`src/rtl/ddr2i_pkg.sv`:
```
package ddr2i_pkg;
  typedef enum logic [3:0] {
    CMD_NOP  = 4'b0111,
    CMD_PREA = 4'b0010,
    CMD_REF  = 4'b0001,
    CMD_MRS  = 4'b0000
  } ddr_cmd_e;

  typedef enum logic [1:0] {
    ST_IDLE,
    ST_RUN,
    ST_DONE
  } seq_st_e;

  localparam int NUM_STEPS = 11;
  localparam int STEP_W    = $clog2(NUM_STEPS);
endpackage

```
`src/rtl/ddr2i_step_rom.sv`:
```
module ddr2i_step_rom
  import ddr2i_pkg::*;
#(
  parameter int ADDR_W  = 14,
  parameter int CNT_W   = 16,
  parameter int T_PWRUP = 26667,
  parameter int T_CKE   = 54,
  parameter int T_PRE   = 54,
  parameter int T_MRD   = 2,
  parameter int T_RFC   = 19,
  parameter int CAS_LAT = 3
) (
  input  logic [STEP_W-1:0] idx,
  output ddr_cmd_e          cmd,
  output logic [1:0]        ba,
  output logic [ADDR_W-1:0] addr,
  output logic              cke,
  output logic [CNT_W-1:0]  gap_m1
);
  localparam logic [ADDR_W-1:0] MODE_BASE = ADDR_W'((CAS_LAT << 4) | 2);
  localparam logic [ADDR_W-1:0] DLL_RST   = ADDR_W'(1 << 8);
  localparam logic [ADDR_W-1:0] ALL_BANKS = ADDR_W'(1 << 10);

  always_comb begin
    cmd    = CMD_NOP;
    ba     = 2'd0;
    addr   = '0;
    cke    = 1'b1;
    gap_m1 = CNT_W'(T_MRD - 1);
    case (idx)
      4'd0:  begin cke = 1'b0; gap_m1 = CNT_W'(T_PWRUP - 1); end
      4'd1:  gap_m1 = CNT_W'(T_CKE - 1);
      4'd2, 4'd7: begin
        cmd = CMD_PREA; addr = ALL_BANKS; gap_m1 = CNT_W'(T_PRE - 1);
      end
      4'd3:  begin cmd = CMD_MRS; ba = 2'd2; end
      4'd4:  begin cmd = CMD_MRS; ba = 2'd3; end
      4'd5:  begin cmd = CMD_MRS; ba = 2'd1; end
      4'd6:  begin cmd = CMD_MRS; addr = MODE_BASE | DLL_RST; end
      4'd8, 4'd9: begin cmd = CMD_REF; gap_m1 = CNT_W'(T_RFC - 1); end
      4'd10: begin cmd = CMD_MRS; addr = MODE_BASE; end
      default: ;
    endcase
  end
endmodule

```
`src/rtl/ddr2i_wait_ctr.sv`:
```
module ddr2i_wait_ctr #(
  parameter int CNT_W = 16
) (
  input  logic             clk,
  input  logic             rst_n,
  input  logic             load,
  input  logic [CNT_W-1:0] load_val,
  input  logic             dec,
  output logic             zero
);
  logic [CNT_W-1:0] cnt;

  always_ff @(posedge clk or negedge rst_n) begin
    if (!rst_n)               cnt <= '0;
    else if (load)            cnt <= load_val;
    else if (dec && cnt != 0) cnt <= cnt - 1'b1;
  end

  assign zero = (cnt == '0);
endmodule

```
`src/rtl/ddr2i_refresh_timer.sv`:
```
module ddr2i_refresh_timer #(
  parameter int PERIOD = 1040
) (
  input  logic clk,
  input  logic rst_n,
  input  logic en,
  input  logic ack,
  output logic req,
  output logic ovf
);
  localparam int CW = (PERIOD > 2) ? $clog2(PERIOD) : 1;
  logic [CW-1:0] cnt;
  logic          expire;

  assign expire = en && (cnt == CW'(PERIOD - 1));

  always_ff @(posedge clk or negedge rst_n) begin
    if (!rst_n) begin
      cnt <= '0;
      req <= 1'b0;
      ovf <= 1'b0;
    end else begin
      if (expire)  cnt <= '0;
      else if (en) cnt <= cnt + 1'b1;
      if (expire)   req <= 1'b1;
      else if (ack) req <= 1'b0;
      if (expire && req && !ack) ovf <= 1'b1;
    end
  end
endmodule

```
`src/rtl/ddr2_bringup_seq.sv`:
```
module ddr2_bringup_seq
  import ddr2i_pkg::*;
#(
  parameter int ADDR_W     = 14,
  parameter int T_PWRUP    = 26667,
  parameter int T_CKE      = 54,
  parameter int T_PRE      = 54,
  parameter int T_MRD      = 2,
  parameter int T_RFC      = 19,
  parameter int CAS_LAT    = 3,
  parameter int REF_PERIOD = 1040
) (
  input  logic              clk,
  input  logic              rst_n,
  input  logic              start,
  input  logic              refresh_ack,
  output logic              cke,
  output logic [3:0]        cmd,
  output logic [1:0]        ba,
  output logic [ADDR_W-1:0] addr,
  output logic              init_done,
  output logic              refresh_req,
  output logic              refresh_overflow
);
  localparam int M_A   = (T_PWRUP > T_CKE) ? T_PWRUP : T_CKE;
  localparam int M_B   = (T_PRE > T_RFC) ? T_PRE : T_RFC;
  localparam int M_C   = (M_A > M_B) ? M_A : M_B;
  localparam int MAX_T = (M_C > T_MRD) ? M_C : T_MRD;
  localparam int CNT_W = $clog2(MAX_T + 1);
  localparam logic [STEP_W-1:0] LAST = STEP_W'(NUM_STEPS - 1);

  seq_st_e           st;
  logic [STEP_W-1:0] idx, nxt_idx;
  logic              gap_zero, issue, finish;
  ddr_cmd_e          r_cmd;
  logic [1:0]        r_ba;
  logic [ADDR_W-1:0] r_addr;
  logic              r_cke;
  logic [CNT_W-1:0]  r_gap;

  assign nxt_idx = (st == ST_IDLE) ? '0 : idx + 1'b1;
  assign issue   = (st == ST_IDLE && start) || (st == ST_RUN && gap_zero && idx != LAST);
  assign finish  = (st == ST_RUN) && gap_zero && (idx == LAST);

  ddr2i_step_rom #(
    .ADDR_W(ADDR_W), .CNT_W(CNT_W), .T_PWRUP(T_PWRUP), .T_CKE(T_CKE),
    .T_PRE(T_PRE), .T_MRD(T_MRD), .T_RFC(T_RFC), .CAS_LAT(CAS_LAT)
  ) u_rom (
    .idx(nxt_idx), .cmd(r_cmd), .ba(r_ba), .addr(r_addr), .cke(r_cke), .gap_m1(r_gap)
  );

  ddr2i_wait_ctr #(.CNT_W(CNT_W)) u_gap (
    .clk(clk), .rst_n(rst_n), .load(issue), .load_val(r_gap),
    .dec(st == ST_RUN), .zero(gap_zero)
  );

  always_ff @(posedge clk or negedge rst_n) begin
    if (!rst_n) begin
      st        <= ST_IDLE;
      idx       <= '0;
      cmd       <= CMD_NOP;
      ba        <= 2'd0;
      addr      <= '0;
      cke       <= 1'b0;
      init_done <= 1'b0;
    end else begin
      if (issue) begin
        st   <= ST_RUN;
        idx  <= nxt_idx;
        cmd  <= r_cmd;
        ba   <= r_ba;
        addr <= r_addr;
        cke  <= cke | r_cke;
      end else begin
        cmd  <= CMD_NOP;
        ba   <= 2'd0;
        addr <= '0;
      end
      if (finish) begin
        st        <= ST_DONE;
        init_done <= 1'b1;
      end
    end
  end

  ddr2i_refresh_timer #(.PERIOD(REF_PERIOD)) u_ref (
    .clk(clk), .rst_n(rst_n), .en(init_done), .ack(refresh_ack),
    .req(refresh_req), .ovf(refresh_overflow)
  );
endmodule

```
`config.mk`:
```
export PLATFORM = sky130hd
export DESIGN_NAME = ddr2_bringup_seq
export DESIGN_NICKNAME = d
export VERILOG_FILES = /design/src/rtl/ddr2i_pkg.sv /design/src/rtl/ddr2i_step_rom.sv /design/src/rtl/ddr2i_wait_ctr.sv /design/src/rtl/ddr2i_refresh_timer.sv /design/src/rtl/ddr2_bringup_seq.sv
export SDC_FILE = /design/constraint.sdc
export NUM_CORES = 1
export LEC_CHECK = 0
export ABC_AREA = 1
export ABC_CLOCK_PERIOD_IN_PS = 2500
export BUFFER_PORTS_ARGS = -buffer_cell sky130_fd_sc_hd__buf_2
export CAP_MARGIN = 5
export CORE_MARGIN = 2
export CORE_UTILIZATION = 41
export CTS_BUF_LIST = sky130_fd_sc_hd__clkbuf_2 sky130_fd_sc_hd__clkbuf_4 sky130_fd_sc_hd__clkbuf_8
export CTS_CLUSTER_SIZE = 8
export DETAILED_ROUTE_END_ITERATION = 8
export MAX_ROUTING_LAYER = met4
export SLEW_MARGIN = 25
export SYNTH_ARGS = -nofsm -noshare
export SYNTH_HDL_FRONTEND = slang
export SYNTH_SLANG_ARGS = --single-unit
```
`constraint.sdc`:
```
create_clock -name clk -period 2.5 [get_ports clk]
set_input_delay 0 -clock clk [delete_from_list [all_inputs] [get_ports clk]]
set_output_delay 0 -clock clk [all_outputs]
set_load 0.01 [all_outputs]
```
; ---- After elaboration in Yosys (flattened, before gate mapping)
; Cells that the tools add are included.
[totals]
regBits = 56
in_bits = 4
out_inout_bits = 24
elab_cells = 68
[op_classes]
n_addsub = 3
n_eq_ne = 14
muxes = 17
bitwise = 1
n_reduce_logical = 22
[op_table]
columns = op, n
row1 = case mux 15 bit (3 select lines), 1
row2 = case mux 11 bit (3 select lines), 1
row3 = two-way mux 15 bit, 2
row4 = two-way mux 11 bit, 2
row5 = "equality test 4 x 3 -> 1 bit, second input constant", 4
row6 = "equality test 4 bit, second input constant", 4
row7 = zero test 15 bit, 1
row8 = nonzero test 15 bit, 1
row9 = "subtractor 15 x 1 -> 15 bit, second input constant", 1
row10 = two-way mux 14 bit, 1
row11 = "adder 11 x 1 -> 11 bit, second input constant", 1
row12 = "equality test 11 bit, second input constant", 1
row13 = case mux 3 bit (3 select lines), 1
row14 = "equality test 4 x 2 -> 1 bit, second input constant", 2
row15 = logical AND 1 bit, 8
row16 = two-way mux 4 bit, 2
row17 = nonzero test 2 bit, 4
row18 = two-way mux 2 bit, 3
row19 = case mux 2 bit (3 select lines), 1
row20 = OR reduction 5 bit, 1
row21 = "adder 4 x 1 -> 4 bit, second input constant", 1
row22 = "equality test 4 x 1 -> 1 bit, second input constant", 1
row23 = zero test 4 bit, 1
row24 = "!= test 4 bit, second input constant", 1
row25 = other kinds (8), 11

; ---- Longest topological paths before layout
[logic_depth]
ltp_word = 6
ltp_mapped = 11
depth_no_buf = 11

; ---- Cells and area by module
; From an unflattened synthesis, not the netlist that was laid out.
[hier_totals]
cells_unflattened = 438
hier_area_um2 = 3301.9
[modules_own_cells]
columns = module, n_inst, cells_per_inst, area_each_um2, seq_area_each_um2
row1 = ddr2_bringup_seq, 1, 116, 1123.6, 704.4
row2 = ddr2i_wait_ctr, 1, 154, 1067.3, 375.4
row3 = ddr2i_refresh_timer, 1, 109, 770.7, 325.3
row4 = ddr2i_step_rom, 1, 59, 340.3, 0.0

; ---- Least setup slack after synthesis
; No wires, ideal clock.
[synth_path]
path_kind = reg-to-reg
from = register u_gap.cnt[0]
to = register u_gap.cnt[1]
setup_ns = 0.117
arrival_time_ns = 1.520
required_time_ns = 2.383
setup_slack_ns = 0.862
stages_incl_launch_ff = 11
path_buffers = 1
synth_period_minus_slack_ns = 1.638
path_cell_list = dfrtp_1 -> inv_1 -> ha_1 -> nand2_4 -> nor2_8 -> nand3_2 -> o21ai_2 -> buf_6 -> nand3_1 -> nand3_1 -> nand2_1
[synth_via]
elab_chain_cells = 5
elab_cells_between_ends = 10
classes_between = add/sub: 1 / mux: 2 / reduce/logical: 7
[synth_rtl]
columns = element, line
row1 = start: declaration, ddr2i_wait_ctr.sv:11  ; logic [CNT_W-1:0] cnt;
row2 = start signal: assignment, ddr2i_wait_ctr.sv:15  ; else if (load) cnt <= load_val;
row3 = start signal: assignment, ddr2i_wait_ctr.sv:16  ; else if (dec && cnt != 0) cnt <= cnt - 1'b1;
row4 = "parallel branches: the longest is 5 deep, another holds subtractor 15 x 1 -> 15 bit", --
; Several ways; the timed one is not identified. The select of a mux whose other input is x is not followed.
; A chain may end at the register's enable or synchronous reset.

; ---- Worst setup path in the final report
[layout_path]
from = register u_gap.cnt[0]
to = register u_gap.cnt[3]
; Same word-level chain as after synthesis.

==> run_results.csv <==
group,metric,value,unit
floorplanning,die_h,80.9,um
cts,root_buffer,"clkbuf_8",
critical_path,cp_top_family,"simple AND/OR/NAND/NOR gates",
critical_path,crit_path_end,"u_gap.cnt[3]",
sta,fin_hold_ws,0.0819,ns
critical_path,r2r_slack,0.39,ns
critical_path,r2r_end,"u_gap.cnt[3]",
critical_path,max_stage_delay,0.46,ns
final_layout,mostFrequentLayoutCells,"nand2_1 (66), dfrtp_1 (41), inv_1 (35)",
detailed_routing,via_count,1823,
final_layout,drive_above_1_share,0.171,
power,power_frac_seq,0.375,
cts,clockBufferDepth,2,
global_routing,overflow,0,
placement,dpl_cell_area,2520,um2
detailed_routing,drc_errors,0,
synth,syn_area,2430,um2
critical_path,cp-start-kind,"flip-flop",
placement,port_buffers,17,
global_routing,grt_max_degree,45,
outcome,status,"complete, no violations",
synth,synth_area_per_cell,8.25,um2
sta,max_freq,473,MHz
sta,finalWorstSetupSlack,0.387,ns
power,power.switching,1130,uW
sta,fin_setup_tns,0,ns
power,powerDensity,1020,nW/um2
critical_path,path_common_cell,"nand2_1",
placement,pre_cts_slack,0.390,ns
cts,cts_setup_buffers,0,
floorplanning,core_area,5820,um2
power,switching_share,0.414,
global_routing,grt_pass1_vias,1742,
sta,hold_violations,0,
cts,path_clk_slew,0.08,ns
detailed_routing,drtAntennaViolNets,0,
critical_path,crit_start,"u_gap.cnt[0]",
critical_path,crit_path_max_fanout,12,
placement,place_congestion,0.810,
critical_path,slowest_stage,"o21ai_2",
global_routing,grt.total_usage,0.154,
critical_path,cp-end-kind,"flip-flop",
floorplanning,dieArea,6550,um2
global_routing,grt_pass1_wl,7710,um
floorplanning,start_util,0.417,
synth,yosysUniqueCellTypes,33,
detailed_routing,dr.pass1.iters,6,
power,p_int,1600,uW
floorplanning,die_x,80.9,um
placement,dp_hpwl,3170,um
power,leakage,0.00142,uW
synth,synth_top_area_cell,"dfrtp_1",
final_layout,fin_area,2660,um2
run,max-cap-violations,0,
synth,synth_cells,294,
sta,drv_slew,0,
critical_path,cp.depth,9,
sta,maxSlewHeadroom,0.631,
final_layout,fin_cells,390,
floorplanning,num_rows,28,
detailed_routing,drt_iter0_drc,98,
synth,yosysSeqAreaShare,0.455,
critical_path,timing.rr.start,"u_gap.cnt[0]",
cts,insertion_delay,0.30,ns
sta,rsz0062_at_grt,"no",
sta,finalClockSkew,0.00601,ns
placement,dp_cells,380,
power,clockPowerShare,0.211,
power,vdd_drop_max,373,uV
synth,yosysTopAreaCellShare,0.423,
final_layout,antenna_cells,0,
floorplanning,ioPinCount,28,
final_layout,final_common_cell,"nand2_1",
synth,synthTopCellsByArea,"dfrtp_1 (42%), nand2_1 (10%), inv_1 (5.4%), nand3_1 (5.4%), nor2_1 (5.0%)",
sta,finalSetupViolations,0,
critical_path,worstPathArrival,2.30,ns
critical_path,r2r_cells,9,
cts,cts_sinks,44,
detailed_routing,viasPerCell,4.67,
cts,cts_max_level,2,
detailed_routing,wl_per_cell,11.1,um
power,combPwrFrac,0.414,
critical_path,worst-path-buf-inv,1,
final_layout,area_growth,9.75,%
detailed_routing,wl,4320,um
synth,yosys_warnings,0,
sta,tightest_slew,0.553,ns
synth,synth.ff_latch_count,44,
worst_hold_path,hold_path.class,"primary input to flip-flop",
final_layout,n_fill_cell,599,
critical_path,critPathKind,"flip-flop to flip-flop",
critical_path,required,2.68,ns
global_routing,antenna_found_initial,0,
cts,numCtsBuffers,5,
sta,post-route-min-period,2.11,ns
cts,cts_tree,"built",
sta,min_period_over_period,0.845,
critical_path,path_cells,"inv_1 -> ha_1 -> nand2_4 -> nor2_8 -> nand3_2 -> o21ai_2 -> nand2_1 -> nand2_1 -> o21ai_1",
final_layout,nets,322,
[metrics by stage]
| step | util | power [uW] |
|---|---|---|
| 6_report | 0.458 | 2730 |
| 5_1_grt | 0.458 | 2980 |
| 4_1_cts | 0.457 | 2750 |
| 3_5_place_dp | 0.433 | 2160 |
| 3_3_place_gp | 0.433 | 2160 |
| 2_1_floorplan | - | 1950 |
[power groups by stage]
stage / Combinational, uW / Sequential (uW) / Clock (uW)
floorplan: 931 / 1020 / 0
global placement: 1120 / 1030 / 0
detailed placement: 1130 / 1040 / 0
CTS: 1140 / 1020 / 588
global route: 1300 / 1050 / 626
finish: 1130 / 1020 / 574
[worst min-delay path by stage]
stage | startpoint | end | slack [ns] | cells after the start
2_1_floorplan | rst_n | addr[10] | -0.30 | 0
4_1_cts | start | st[0] | 0.08 | 4
3_5_place_dp | rst_n | addr[8] | 0.21 | 1
6_report | start | st[0] | 0.08 | 4
5_1_grt | start | st[0] | 0.10 | 4
3_3_place_gp | rst_n | addr[5] | 0.22 | 1
[kinds of logic (layout without fill, tap and decap cells)]
logic type	count (synthesis)	count (layout)	share of synthesized area
adders and majority gates	4	4	0.0206
buffers and inverters	52	64	0.107
DFF	44	44	0.455
xor gates and xnor gates	14	14	0.0505
AOI/OAI and AO/OA	29	29	0.0717
and+or+nand+nor	150	150	0.293
other	1	10	0.00155
[routing by layer]
layer	routed length (um)	global-route usage	up-vias
met5	0	-	-
met4	55	0.0458	0
met3	159	0.0367	6
met2	1960	0.245	29
met1	2140	0.195	844
li1	-	-	944
[sequential cells by signal, indices dropped and copies added, names as in the netlist]
signal,count
cmd,3
u_ref.ovf,1
u_ref.cnt,11
u_ref.req,1
ba,2
u_gap.cnt,15
idx,4
init_done,1
addr,3
st,2
cke,1
[worst register-to-register path, stage by stage (launching register included)]
cell,delay [ns]
dfrtp_1,0.42
inv_1,0.10
ha_1,0.25
nand2_4,0.10
nor2_8,0.16
nand3_2,0.10
o21ai_2,0.46
nand2_1,0.21
nand2_1,0.13
o21ai_1,0.07
[area by class of cell]
type / count / area, um2 / area share
Timing Repair Buffer: 19 / 108 / 0.0404
Clock inverter: 2 / 38.8 / 0.0146
Inverter: 37 / 139 / 0.0522
Multi-Input combinational cell: 207 / 1100 / 0.412
Clock buffer: 6 / 82.6 / 0.0310
Sequential cell: 44 / 1100 / 0.415
Tap cell: 75 / 93.8 / 0.0352
[Yosys cell counts (all sizes together)]
| library cell | n |
|---|---|
| nand2 | 74 |
| dfrtp | 41 |
| nor2 | 38 |
| inv | 37 |
| nand3 | 29 |
| o21ai | 18 |
| buf | 15 |
| xnor2 | 8 |
| a21oi | 7 |
| xor2 | 6 |
| ha | 4 |
| nor3 | 4 |
| dfstp | 3 |
| nand4 | 3 |
| o21bai | 2 |
| conb | 1 |
| nor4 | 1 |
| o211ai | 1 |
| o21a | 1 |
| or2 | 1 |
[what timing repair did]
action	CTS	global route
endpoints found under the hold margin	43	0
gates resized for setup	0	0
endpoints found under the setup margin	0	0
hold buffers	2	0
Power figures use the tool's default switching activity.
